File: config.mk
export PLATFORM = sky130hd
export DESIGN_NAME = msr_unit
export DESIGN_NICKNAME = d
export VERILOG_FILES = /design/src/rtl/msr_pkg.sv /design/src/rtl/msr_next.sv /design/src/rtl/msr_trace.sv /design/src/rtl/msr_vecgen.sv /design/src/rtl/msr_unit.sv
export SDC_FILE = /design/constraint.sdc
export NUM_CORES = 1
export LEC_CHECK = 0
export ABC_CLOCK_PERIOD_IN_PS = 1300
export BUFFER_PORTS_ARGS = -buffer_cell sky130_fd_sc_hd__buf_2
export CAP_MARGIN = 15
export CORE_MARGIN = 1
export CORE_UTILIZATION = 34
export DETAILED_ROUTE_END_ITERATION = 10
export HOLD_SLACK_MARGIN = 0.06
export PLACE_DENSITY = 0.85
export SKIP_LAST_GASP = 1
export SYNTH_ARGS = -nofsm -noshare
export SYNTH_HDL_FRONTEND = slang
export SYNTH_SLANG_ARGS = --single-unit
export TNS_END_PERCENT = 50
File: constraint.sdc
create_clock -name clk -period 1.3 [get_ports clk]
set_clock_uncertainty 0.2 [all_clocks]
set_input_delay 0.13 -clock clk [delete_from_list [all_inputs] [get_ports clk]]
set_output_delay 0.13 -clock clk [all_outputs]
set_load 0.01 [all_outputs]
File: src/rtl/msr_pkg.sv
package msr_pkg;
    localparam int XLEN   = 32;
    localparam int VOFF_W = 20;
    localparam int PFX_W  = XLEN - VOFF_W;

    // bit indices, LSB = 0
    localparam int SE_B = 10;
    localparam int BE_B = 9;
    localparam int IP_B = 6;
    localparam int IR_B = 5;
    localparam int DR_B = 4;
    localparam int RI_B = 1;
    localparam int LE_B = 0;

    typedef struct packed {
        logic [XLEN-1:0] msr;
        logic [XLEN-1:0] srr;
        logic            boot_ip;
        logic            step;
        logic            brch;
    } msr_state_t;

    function automatic logic [XLEN-1:0] save_mask(bit trace_on);
        logic [XLEN-1:0] m;
        m = '0;
        m[IP_B] = 1'b1;
        m[IR_B] = 1'b1;
        m[DR_B] = 1'b1;
        m[RI_B] = 1'b1;
        m[LE_B] = 1'b1;
        if (trace_on) begin
            m[SE_B] = 1'b1;
            m[BE_B] = 1'b1;
        end
        return m;
    endfunction

    function automatic logic [XLEN-1:0] entry_keep_mask();
        logic [XLEN-1:0] m;
        m = '0;
        m[IP_B] = 1'b1;
        m[LE_B] = 1'b1;
        return m;
    endfunction
endpackage

File: src/rtl/msr_next.sv
module msr_next
    import msr_pkg::*;
#(
    parameter bit TRACE_EN = 1'b1
) (
    input  logic [XLEN-1:0] msr_q,
    input  logic [XLEN-1:0] srr_q,
    input  logic            boot_ip,
    input  logic            soft_rst,
    input  logic            exc_take,
    input  logic            rfi,
    input  logic            wr_en,
    input  logic [XLEN-1:0] wr_data,
    output logic [XLEN-1:0] msr_d,
    output logic [XLEN-1:0] srr_d
);
    localparam logic [XLEN-1:0] KEEP = save_mask(TRACE_EN);
    localparam logic [XLEN-1:0] HOLD = entry_keep_mask();

    always_comb begin
        msr_d = msr_q;
        srr_d = srr_q;
        if (soft_rst) begin
            msr_d       = '0;
            msr_d[IP_B] = boot_ip;
            srr_d       = '0;
        end else if (exc_take) begin
            srr_d = msr_q & KEEP;
            msr_d = msr_q & HOLD;
        end else if (rfi) begin
            msr_d = srr_q & KEEP;
        end else if (wr_en) begin
            msr_d = wr_data & KEEP;
        end
    end
endmodule

File: src/rtl/msr_trace.sv
module msr_trace #(
    parameter bit TRACE_EN = 1'b1
) (
    input  logic soft_rst,
    input  logic retire,
    input  logic retire_is_branch,
    input  logic se,
    input  logic be,
    output logic step_d,
    output logic brch_d
);
    generate
        if (TRACE_EN) begin : g_trace
            assign step_d = !soft_rst && retire && se;
            assign brch_d = !soft_rst && retire && retire_is_branch && be;
        end else begin : g_notrace
            assign step_d = 1'b0;
            assign brch_d = 1'b0;
        end
    endgenerate
endmodule

File: src/rtl/msr_vecgen.sv
module msr_vecgen
    import msr_pkg::*;
(
    input  logic              ip,
    input  logic [VOFF_W-1:0] vec_off,
    output logic [XLEN-1:0]   vec_addr
);
    assign vec_addr = {{PFX_W{ip}}, vec_off};
endmodule

File: src/rtl/msr_unit.sv
module msr_unit
    import msr_pkg::*;
#(
    parameter bit TRACE_EN = 1'b1
) (
    input  logic              clk,
    input  logic              rst_n,
    input  logic              cfg_prefix,
    input  logic              soft_rst,
    input  logic              wr_en,
    input  logic [XLEN-1:0]   wr_data,
    input  logic              exc_take,
    input  logic              rfi,
    input  logic [VOFF_W-1:0] vec_off,
    input  logic              retire,
    input  logic              retire_is_branch,
    output logic [XLEN-1:0]   msr_q,
    output logic [XLEN-1:0]   srr_q,
    output logic [XLEN-1:0]   vec_addr,
    output logic              step_trap,
    output logic              branch_trap,
    output logic              xlat_instr,
    output logic              xlat_data,
    output logic              little_endian
);
    msr_state_t st_d, st_q, st_rst;
    logic [XLEN-1:0] msr_n, srr_n;
    logic step_n, brch_n;

    msr_next #(.TRACE_EN(TRACE_EN)) u_next (
        .msr_q    (st_q.msr),
        .srr_q    (st_q.srr),
        .boot_ip  (st_q.boot_ip),
        .soft_rst (soft_rst),
        .exc_take (exc_take),
        .rfi      (rfi),
        .wr_en    (wr_en),
        .wr_data  (wr_data),
        .msr_d    (msr_n),
        .srr_d    (srr_n)
    );

    msr_trace #(.TRACE_EN(TRACE_EN)) u_trace (
        .soft_rst         (soft_rst),
        .retire           (retire),
        .retire_is_branch (retire_is_branch),
        .se               (st_q.msr[SE_B]),
        .be               (st_q.msr[BE_B]),
        .step_d           (step_n),
        .brch_d           (brch_n)
    );

    msr_vecgen u_vec (
        .ip       (st_q.msr[IP_B]),
        .vec_off  (vec_off),
        .vec_addr (vec_addr)
    );

    always_comb begin
        st_d         = st_q;
        st_d.msr     = msr_n;
        st_d.srr     = srr_n;
        st_d.step    = step_n;
        st_d.brch    = brch_n;

        st_rst           = '0;
        st_rst.boot_ip   = cfg_prefix;
        st_rst.msr[IP_B] = cfg_prefix;
    end

    always_ff @(posedge clk) begin
        st_q <= rst_n ? st_d : st_rst;
    end

    assign msr_q         = st_q.msr;
    assign srr_q         = st_q.srr;
    assign step_trap     = st_q.step;
    assign branch_trap   = st_q.brch;
    assign xlat_instr    = st_q.msr[IR_B];
    assign xlat_data     = st_q.msr[DR_B];
    assign little_endian = st_q.msr[LE_B];
endmodule

-- After elaboration in Yosys (flattened, before gate mapping)
Cells that the tools add are included.
- register bits: 17
- input bits: 61
- output and inout port bits: 101
- word-level logic and storage cells: 27
- equality and inequality tests: 4
- mux-type cells: 7
- bitwise logic cells: 1
- reductions and logical operators: 8
- operators by type and width (operator ; count):
    $mux W32 ; 2
    $mux W42 ; 1
    $mux W11 ; 2
    $mux W7 ; 2
    $ne A5 B1 Y1 const B ; 1
    $logic_and A1 B1 Y1 ; 4
    $ne A4 B1 Y1 const B ; 1
    $ne A3 B1 Y1 const B ; 1
    $ne A3 B3 Y1 const B ; 1
    $reduce_or A3 Y1 ; 1
    $reduce_and A2 Y1 ; 1
    $reduce_or A2 Y1 ; 1
    $logic_not A1 Y1 ; 1
    $not A1 Y1 ; 1

-- Logic depth before layout (Yosys ltp)
Gate-level depths: netlist of the first run.
- word-level depth: 5
- gate-level depth with buffers: 4
- depth with buffers taken out: 3

-- Cells and area by module
Synthesis of the first run repeated with hierarchy kept, for this count alone.
- cell total of the unflattened synthesis: 285
- area total of the unflattened synthesis: 2792.7 sq um
- by module, submodules not included (module ; times used ; cells an instance ; area each (sq um) ; sequential area each (sq um)):
    msr_unit ; 1 ; 144 ; 1859.3 ; 1351.3
    msr_next ; 1 ; 107 ; 673.1 ; 0.0
    msr_vecgen ; 1 ; 32 ; 240.2 ; 0.0
    msr_trace ; 1 ; 2 ; 20.0 ; 0.0

-- Worst setup path after synthesis of the first run
No wires, ideal clock.
- path kind: input to register
- start point: input soft_rst
- end point: register st_q (netlist bit msr_q[6]) (data pin)
- library setup time: 273 ps
- data arrival time: 614 ps
- data required time: 827 ps
- slack: 213 ps
- cell stages on the path: 3
- path buffers: 0
- path through: and2b_2 nand2b_1 o221ai_1
- word-level cells in the longest chain between the ends: 2
- RTL lines (what ; line ; text):
    from (decl) ; msr_unit.sv:9 ; input logic soft_rst,
    $mux W7 ; msr_next.sv:23 ; if (soft_rst) begin
    $mux W42 ; msr_unit.sv:72 ; st_q <= rst_n ? st_d : st_rst;
    to (signal assigned) ; msr_unit.sv:72 ;
    to (decl) ; msr_unit.sv:26 ; msr_state_t st_d, st_q, st_rst;
No other way between the ends. The select of a mux whose other input is x is not followed.
A chain may end at the register's enable or synchronous reset.

-- Final worst setup path of the first run
- start point: register st_q (netlist bit msr_q[6])
- end point: output vec_addr[23]
- RTL lines (what ; line ; text):
    to (decl) ; msr_unit.sv:19 ; output logic [XLEN-1:0] vec_addr,
No word-level cell between the ends.

==> results of run 1 <==
per-stage QoR:
stage / TNS (ps) / area (µm²)
finish: 0 / 1380
global route: -491 / 1380
CTS: -601 / 1370
detailed placement: 0 / 1220
global placement: 0 / 1220
floorplan: 0 / 1600
synth_stat cells:
library cell | count | area share
mux2_4 | 5 | 0.053
mux2i_1 | 13 | 0.092
dfxtp_1 | 15 | 0.21
a21oi_1 | 2 | 0.0070
buf_4 | 88 | 0.47
o21ai_0 | 1 | 0.0035
buf_6 | 3 | 0.024
or2b_1 | 1 | 0.0053
nor2_1 | 14 | 0.037
and2b_2 | 1 | 0.0062
o221ai_1 | 1 | 0.0062
nor4b_2 | 1 | 0.011
nand3_1 | 1 | 0.0035
nor3_1 | 1 | 0.0035
and4_1 | 1 | 0.0062
inv_1 | 3 | 0.0079
conb_1 | 1 | 0.0026
edfxtp_1 | 2 | 0.042
and3_1 | 2 | 0.0088
nand2b_1 | 1 | 0.0044
where the power goes:
part	leakage [nW]	total, mW	switching, mW	internal [mW]
sequential	0.142	0.549	0.00729	0.542
clock	0.0217	0.401	0.185	0.215
combinational	0.611	0.286	0.170	0.117
total	0.775	1.24	0.362	0.874
sequential cells by signal, indices dropped and copies added, names as in the netlist:
| signal | flops |
|---|---|
| branch_trap | 1 |
| msr_q | 7 |
| srr_q | 7 |
| st_d | 1 |
| step_trap | 1 |
worst reg2reg max path: stages, from the launching register on:
cell,delay [ps]
dfxtp_1,340
mux2_4,270
mux2i_1,120
nor2_1,60
layer usage:
metal	wire, µm	GRT usage	share of wire	vias up
li1	-	-	-	406
met1	839	0.100	0.37	394
met2	1240	0.194	0.54	62
met3	162	0.0274	0.071	8
met4	57	0.0452	0.025	0
met5	0	0	0	-
final cells by class:
class | instances | area, µm²
fill | 416 | 2620
multi-input combinational | 95 | 538
timing repair buffer | 60 | 363
sequential | 17 | 360
tap | 50 | 62.6
clock buffer | 3 | 41.3
inverter | 3 | 11.3
clock inverter | 1 | 7.51
final timing paths:
check | slack [ps] | cells past startpoint | start | end
min | 60 | 0 | vec_off[1] | vec_addr[1]
min reg2reg | 320 | 2 | srr_q[0] | srr_q[0]
max | 10 | 2 | msr_q[6] | vec_addr[23]
max reg2reg | 200 | 3 | msr_q[10] | msr_q[10]
logic make-up (layout without fill, tap and decap cells):
kind of cell    after synthesis  in the layout  share of synthesized area
buf+inv                      94             67                      0.497
other cells                   1             50                    0.00264
flops                        17             17                      0.254
compound gates                4              4                     0.0167
simple gates                 23             23                     0.0855
mux                          18             18                      0.144
what timing repair did:
action,4_1_cts,5_1_grt
setup buffers,0,2
pin swaps,0,1
gates resized for setup,0,1
hold buffers,10,0
hold endpoints to repair,10,0
endpoints found under the setup margin,13,16
==> out/metrics.csv, run 1 <==
stage;metric;value;unit
pwr;power.total;1.24;mW
worst_setup_path;cp_top_family;flip-flops;
final_layout;area_delta_synth_final;-2.55;%
synthesis;yosys_warnings;0;
timing;hold_viol;0;
worst_setup_path;path_buf_inv;2;
die;start_util;0.355;
die;row_count;23;
synthesis;ys_ff_latch;17;
place;gp_congestion;0.778;
global_route;antenna_found_initial;0;
worst_setup_path;slowest_stage;edfxtp_1;
place;dp_hpwl;1.66;mm
worst_setup_path;crit_type;reg2out;
timing;holdWs;60.0;ps
die;ios;162;
cts;clk_pin_slew;70;ps
final_layout;final_common_cell;conb_1;
drt;drc;0;
cts;clk_latency;250;ps
die;die_h;66.6;µm
die;core_area;4000;µm²
worst_setup_path;cp-end-kind;output port;
cts;cts-htree-levels;1;
timing;period_minus_slack;1290;ps
synthesis;post_synth_num_cell_types;20;
final_layout;stdcell_count;229;
synthesis;syn_area;1420;µm²
place;dpl.cell_count;214;
final_layout;final_cell_mix;conb_1, buf_2, dfxtp_1;
global_route;grt_max_degree;15;
die;die_area;4440;µm²
drt;via_count;870;
drt;drt_pre_antenna_iters;2;
die;die_w;66.6;µm
final_layout;nNetsFinal;241;
global_route;grt-ovfl-total;0;
drt;viasPerCell;3.80;
cts;tritoncts;yes;
drt;wirelength;2.30;mm
place;io_buffer_count;46;
global_route;grt_pass1_vias;762;
drt;drt.antenna.violating_nets;0;
timing;final-setup-viol-count;0;
pwr;p_leak;0.775;nW
outcome;status;completed;
global_route;grt_first_pass_wirelength;3.40;mm
run;maxCapViolCount;0;
worst_setup_path;path_cells;buf_4 > buf_2;
timing;fin_ws;13.6;ps
worst_setup_path;max_stage_delay;400;ps
timing;rsz0062_at_grt;yes;
global_route;grt_use_total;0.102;
drt;wl_per_cell;10.0;µm
cts;clock_path_buffers;2;
hold_path;hold_path_class;in2out;
timing;maxSlewViolCount;0;
place;preCtsSetupSlack;78.1;ps
drt;drt_iter0_markers;3;
cts;root_buffer;clkbuf_8;
timing;finalCritPeriodShare;0.990;
final_layout;drive_above_1_share;0.341;
worst_setup_path;crit_arrival;960;ps
cts;cts_made_buffers;3;
timing;fmax;777;MHz
final_layout;diodes;0;
pwr;p_per_area;894;nW/µm²
worst_setup_path;cp-start-kind;flip-flop;
synthesis;syn_inst;157;
final_layout;final_util;0.346;
synthesis;synth-seq-area-share;0.254;
pwr;power.ir.vdd_worst;0.393;mV
synthesis;syn_area_per_cell;9.05;µm²
worst_setup_path;critical_path_required;970;ps
worst_setup_path;crit_fanout;7;
cts;clkSinkCount;17;
(Power assumes the default switching activity.)
==> run 2: changes to the inputs <==
- CORE_UTILIZATION: 34 -> 40
- CTS_BUF_LIST: not set -> sky130_fd_sc_hd__clkbuf_4 sky130_fd_sc_hd__clkbuf_8
- PLACE_DENSITY: 0.85 -> 0.78
- SYNTH_HIERARCHICAL: not set -> 1
==> run 2 against run 1 <==
- the flow now finishes with violations (negative setup slack)
- fmax is 25% lower
- largest cell class is now flip-flops and latches
- first-iteration DRC count grew to 23 times the previous value
- core utilization is 16 points higher
- combinational power hardly changed
- largest power group unchanged
- design area is 150% higher
==> out/metrics.csv, run 2 <==
stage;metric;value;unit;change
outcome;status;finished with violations;;
outcome;violations;negative setup slack;;
drt;wl_met1;2.46;mm;+190%
die;die_area;7320;µm²;+65%
run;maxCapViolCount;0;;unchanged
worst_setup_path;cp-end-kind;flip-flop;;
final_layout;drive_above_1_share;0.365;;+0.0246
pwr;p_clk_frac;0.446;;+0.122
timing;fmax;585;MHz;-25%
cts;tritoncts;yes;;
worst_setup_path;path_buf_inv;0;;-2
die;start_util;0.413;;+0.0583
worst_setup_path;crit_type;reg2reg;;
drt;drt.antenna.violating_nets;0;;unchanged
drt;wl_met3;362;µm;+120%
cts;clk_latency;330;ps;+80 ps
drt;wl_per_cell;11.9;µm;+19%
synthesis;async_flop_share;0;;unchanged
hold_path;hold_depth;0;;unchanged
cts;clkSinkCount;67;;+50
final_layout;multi_input_area;1070;µm²;+100%
worst_setup_path;cp_common_cell;mux2_4;;
timing;fin_ws;-410;ps;-424 ps
pwr;comb_power_share;0.067;;-0.165
synthesis;ys_ff_latch;67;;+50
drt;via_count;1980;;+130%
worst_setup_path;slowest_stage;dfxtp_4;;
global_route;grt-ovfl-total;0;;unchanged
die;core_area;6760;µm²;+69%
drt;viasPerCell;4.46;;+17%
timing;period_minus_slack;1710;ps;+424 ps
timing;rsz0062_at_grt;yes;;
synthesis;syn_area;2790;µm²;+97%
drt;dr_wl_met2;2.42;mm;+96%
final_layout;final_common_cell;and2_1;;
pwr;p_seq_frac;0.487;;+0.043
synthesis;syn_area_per_cell;9.80;µm²;+8.3%
timing;worst_pin_slew;306;ps;
final_layout;fin_area;3430;µm²;+150%
synthesis;synth-seq-area-share;0.484;;+0.230
timing;maxSlewViolCount;0;;unchanged
die;die_w;85.6;µm;+28%
worst_setup_path;critical_path_required;1310;ps;+340 ps
timing;holdWs;60.0;ps;+0.00110 ps
final_layout;area_delta_synth_final;22.8;%;
worst_setup_path;ff2ff_path_depth;4;;+1
place;placed_area;3160;µm²;+160%
worst_setup_path;max_stage_delay;340;ps;-60 ps
hold_path;hold_path_class;in2out;;
synthesis;synth_nets;346;;
final_layout;nFillCells;607;;+46%
pwr;switchingPower;0.962;mW;+170%
synthesis;synth_most_common_cell;and2_1;;
worst_setup_path;crit_arrival;1720;ps;+760 ps
synthesis;synth_ff_type;dfxtp_1;;
die;ios;162;;unchanged
worst_setup_path;cp_num_cells;4;;+2
global_route;antenna_found_initial;0;;unchanged
global_route;grt_use_total;0.143;;+0.0409
timing;finalCritPeriodShare;1.32;;+0.326
synthesis;synth_edf_count;1;;-1
cts;cts-htree-levels;3;;+2
cts;root_buffer;clkbuf_8;;
synthesis;yosys_warnings;6;;+6
pwr;p_per_area;1240;nW/µm²;+39%
cts;clock_path_buffers;2;;unchanged
synthesis;synth_area_leaders;dfxtp_1, and2_1, buf_4;;
synthesis;synth_top_cell_area_share;0.473;;+0.00792
global_route;grt_first_pass_wirelength;8.07;mm;+140%
drt;drt_iter0_markers;68;;+65
global_route;grt_pass1_vias;1780;;+130%
worst_setup_path;path_cells;mux2_4 > mux2_2 > a221o_1 > mux2_4;;
final_layout;seqCellArea;1360;µm²;+280%
timing;relSlewSlack;0.795;;
pwr;p_leak;1.75;nW;+130%
drt;highest_layer;met4;;
synthesis;post_synth_num_cell_types;22;;+10%
place;dp_hpwl;3.44;mm;+110%
die;die_h;85.6;µm;+28%
pwr;internal_power;3.30;mW;+280%
synthesis;syn_inst;285;;+82%
worst_setup_path;cp-start-kind;flip-flop;;
final_layout;final_cell_mix;and2_1, buf_2, dfxtp_1;;
worst_setup_path;cp_top_family;multiplexers;;
drt;drc;0;;unchanged
global_route;grt_max_degree;44;;+29
timing;final-setup-viol-count;2;;+2
final_layout;nNetsFinal;420;;+74%
place;gp_congestion;0.712;;-8.5%
synthesis;synthTopCellsByCount;and2_1, dfxtp_1, buf_4, mux2i_1, nor2_1;;
cts;clk_pin_slew;70;ps;about the same
drt;wirelength;5.30;mm;+130%
synthesis;synth_top_area_cell;dfxtp_1;;
die;row_count;30;;+30%
final_layout;diodes;0;;unchanged
drt;drt_pre_antenna_iters;4;;+2
timing;hold_viol;0;;unchanged
place;io_buffer_count;96;;+110%
worst_setup_path;crit_fanout;2;;-5
cts;cts_made_buffers;9;;+6
pwr;switching_share;0.226;;-0.0672
pwr;power.ir.vdd_worst;0.697;mV;+77%
==> run 2: area by class of cell <==
class,instances,share of cell area
clock inverters,7,0.0295
multi-input cells,164,0.313
well taps,80,0.0292
inverters,3,0.00328
repair buffers,114,0.194
flip-flops and latches,67,0.395
clock buffers,9,0.0361
==> run 2: cells by family after synthesis <==
logic type	synth area share
buffers and inverters	0.135
multiplexers	0.0542
AO/OA/AOI/OAI	0.0202
flip-flops	0.484
AND/OR/NAND/NOR	0.307
==> run 2: through the flow <==
stage | setup slack, ps | total power, mW | cells | setup TNS (ps) | util
floorplan | -433 | 2.39 | 285 | -433 | -
global placement | -381 | 2.39 | 424 | -2470 | 0.468
detailed placement | -401 | 2.40 | 424 | -2860 | 0.468
CTS | -410 | 4.34 | 444 | -636 | 0.507
global route | -433 | 4.44 | 444 | -1060 | 0.508
finish | -410 | 4.26 | 444 | -412 | 0.508
==> run 2: routing by layer <==
layer,up-vias,track usage
met5,-,0
met4,0,0.0576
met3,10,0.0549
li1,997,-
met2,74,0.231
met1,899,0.171
==> run 2: power groups by stage <==
stage                     Combinational, mW  Clock (mW)  Sequential [mW]
after floorplan                       0.258           0             2.13
after global placement                0.274           0             2.12
after detailed placement              0.276           0             2.12
after CTS                             0.287        1.98             2.07
after global routing                  0.311        2.06             2.07
final                                 0.286        1.90             2.07
==> run 2: path summary, 6_finish.rpt <==
kind / startpoint / endpoint / slack [ps]
max reg2reg: msr_q[6] / msr_q[6] / -410
min reg2reg: srr_q[30] / srr_q[30] / 360
max: msr_q[6] / msr_q[6] / -410
min: vec_off[0] / vec_addr[0] / 60
==> run 2: timing repair <==
| item | 4_1_cts | 5_1_grt |
|---|---|---|
| setup buffers | 0 | 0 |
| setup endpoints to repair | 14 | 14 |
| hold endpoints to repair | 27 | 0 |
| hold buffers | 4 | 0 |
| gates cloned | 0 | 0 |
| resized for setup | 0 | 1 |
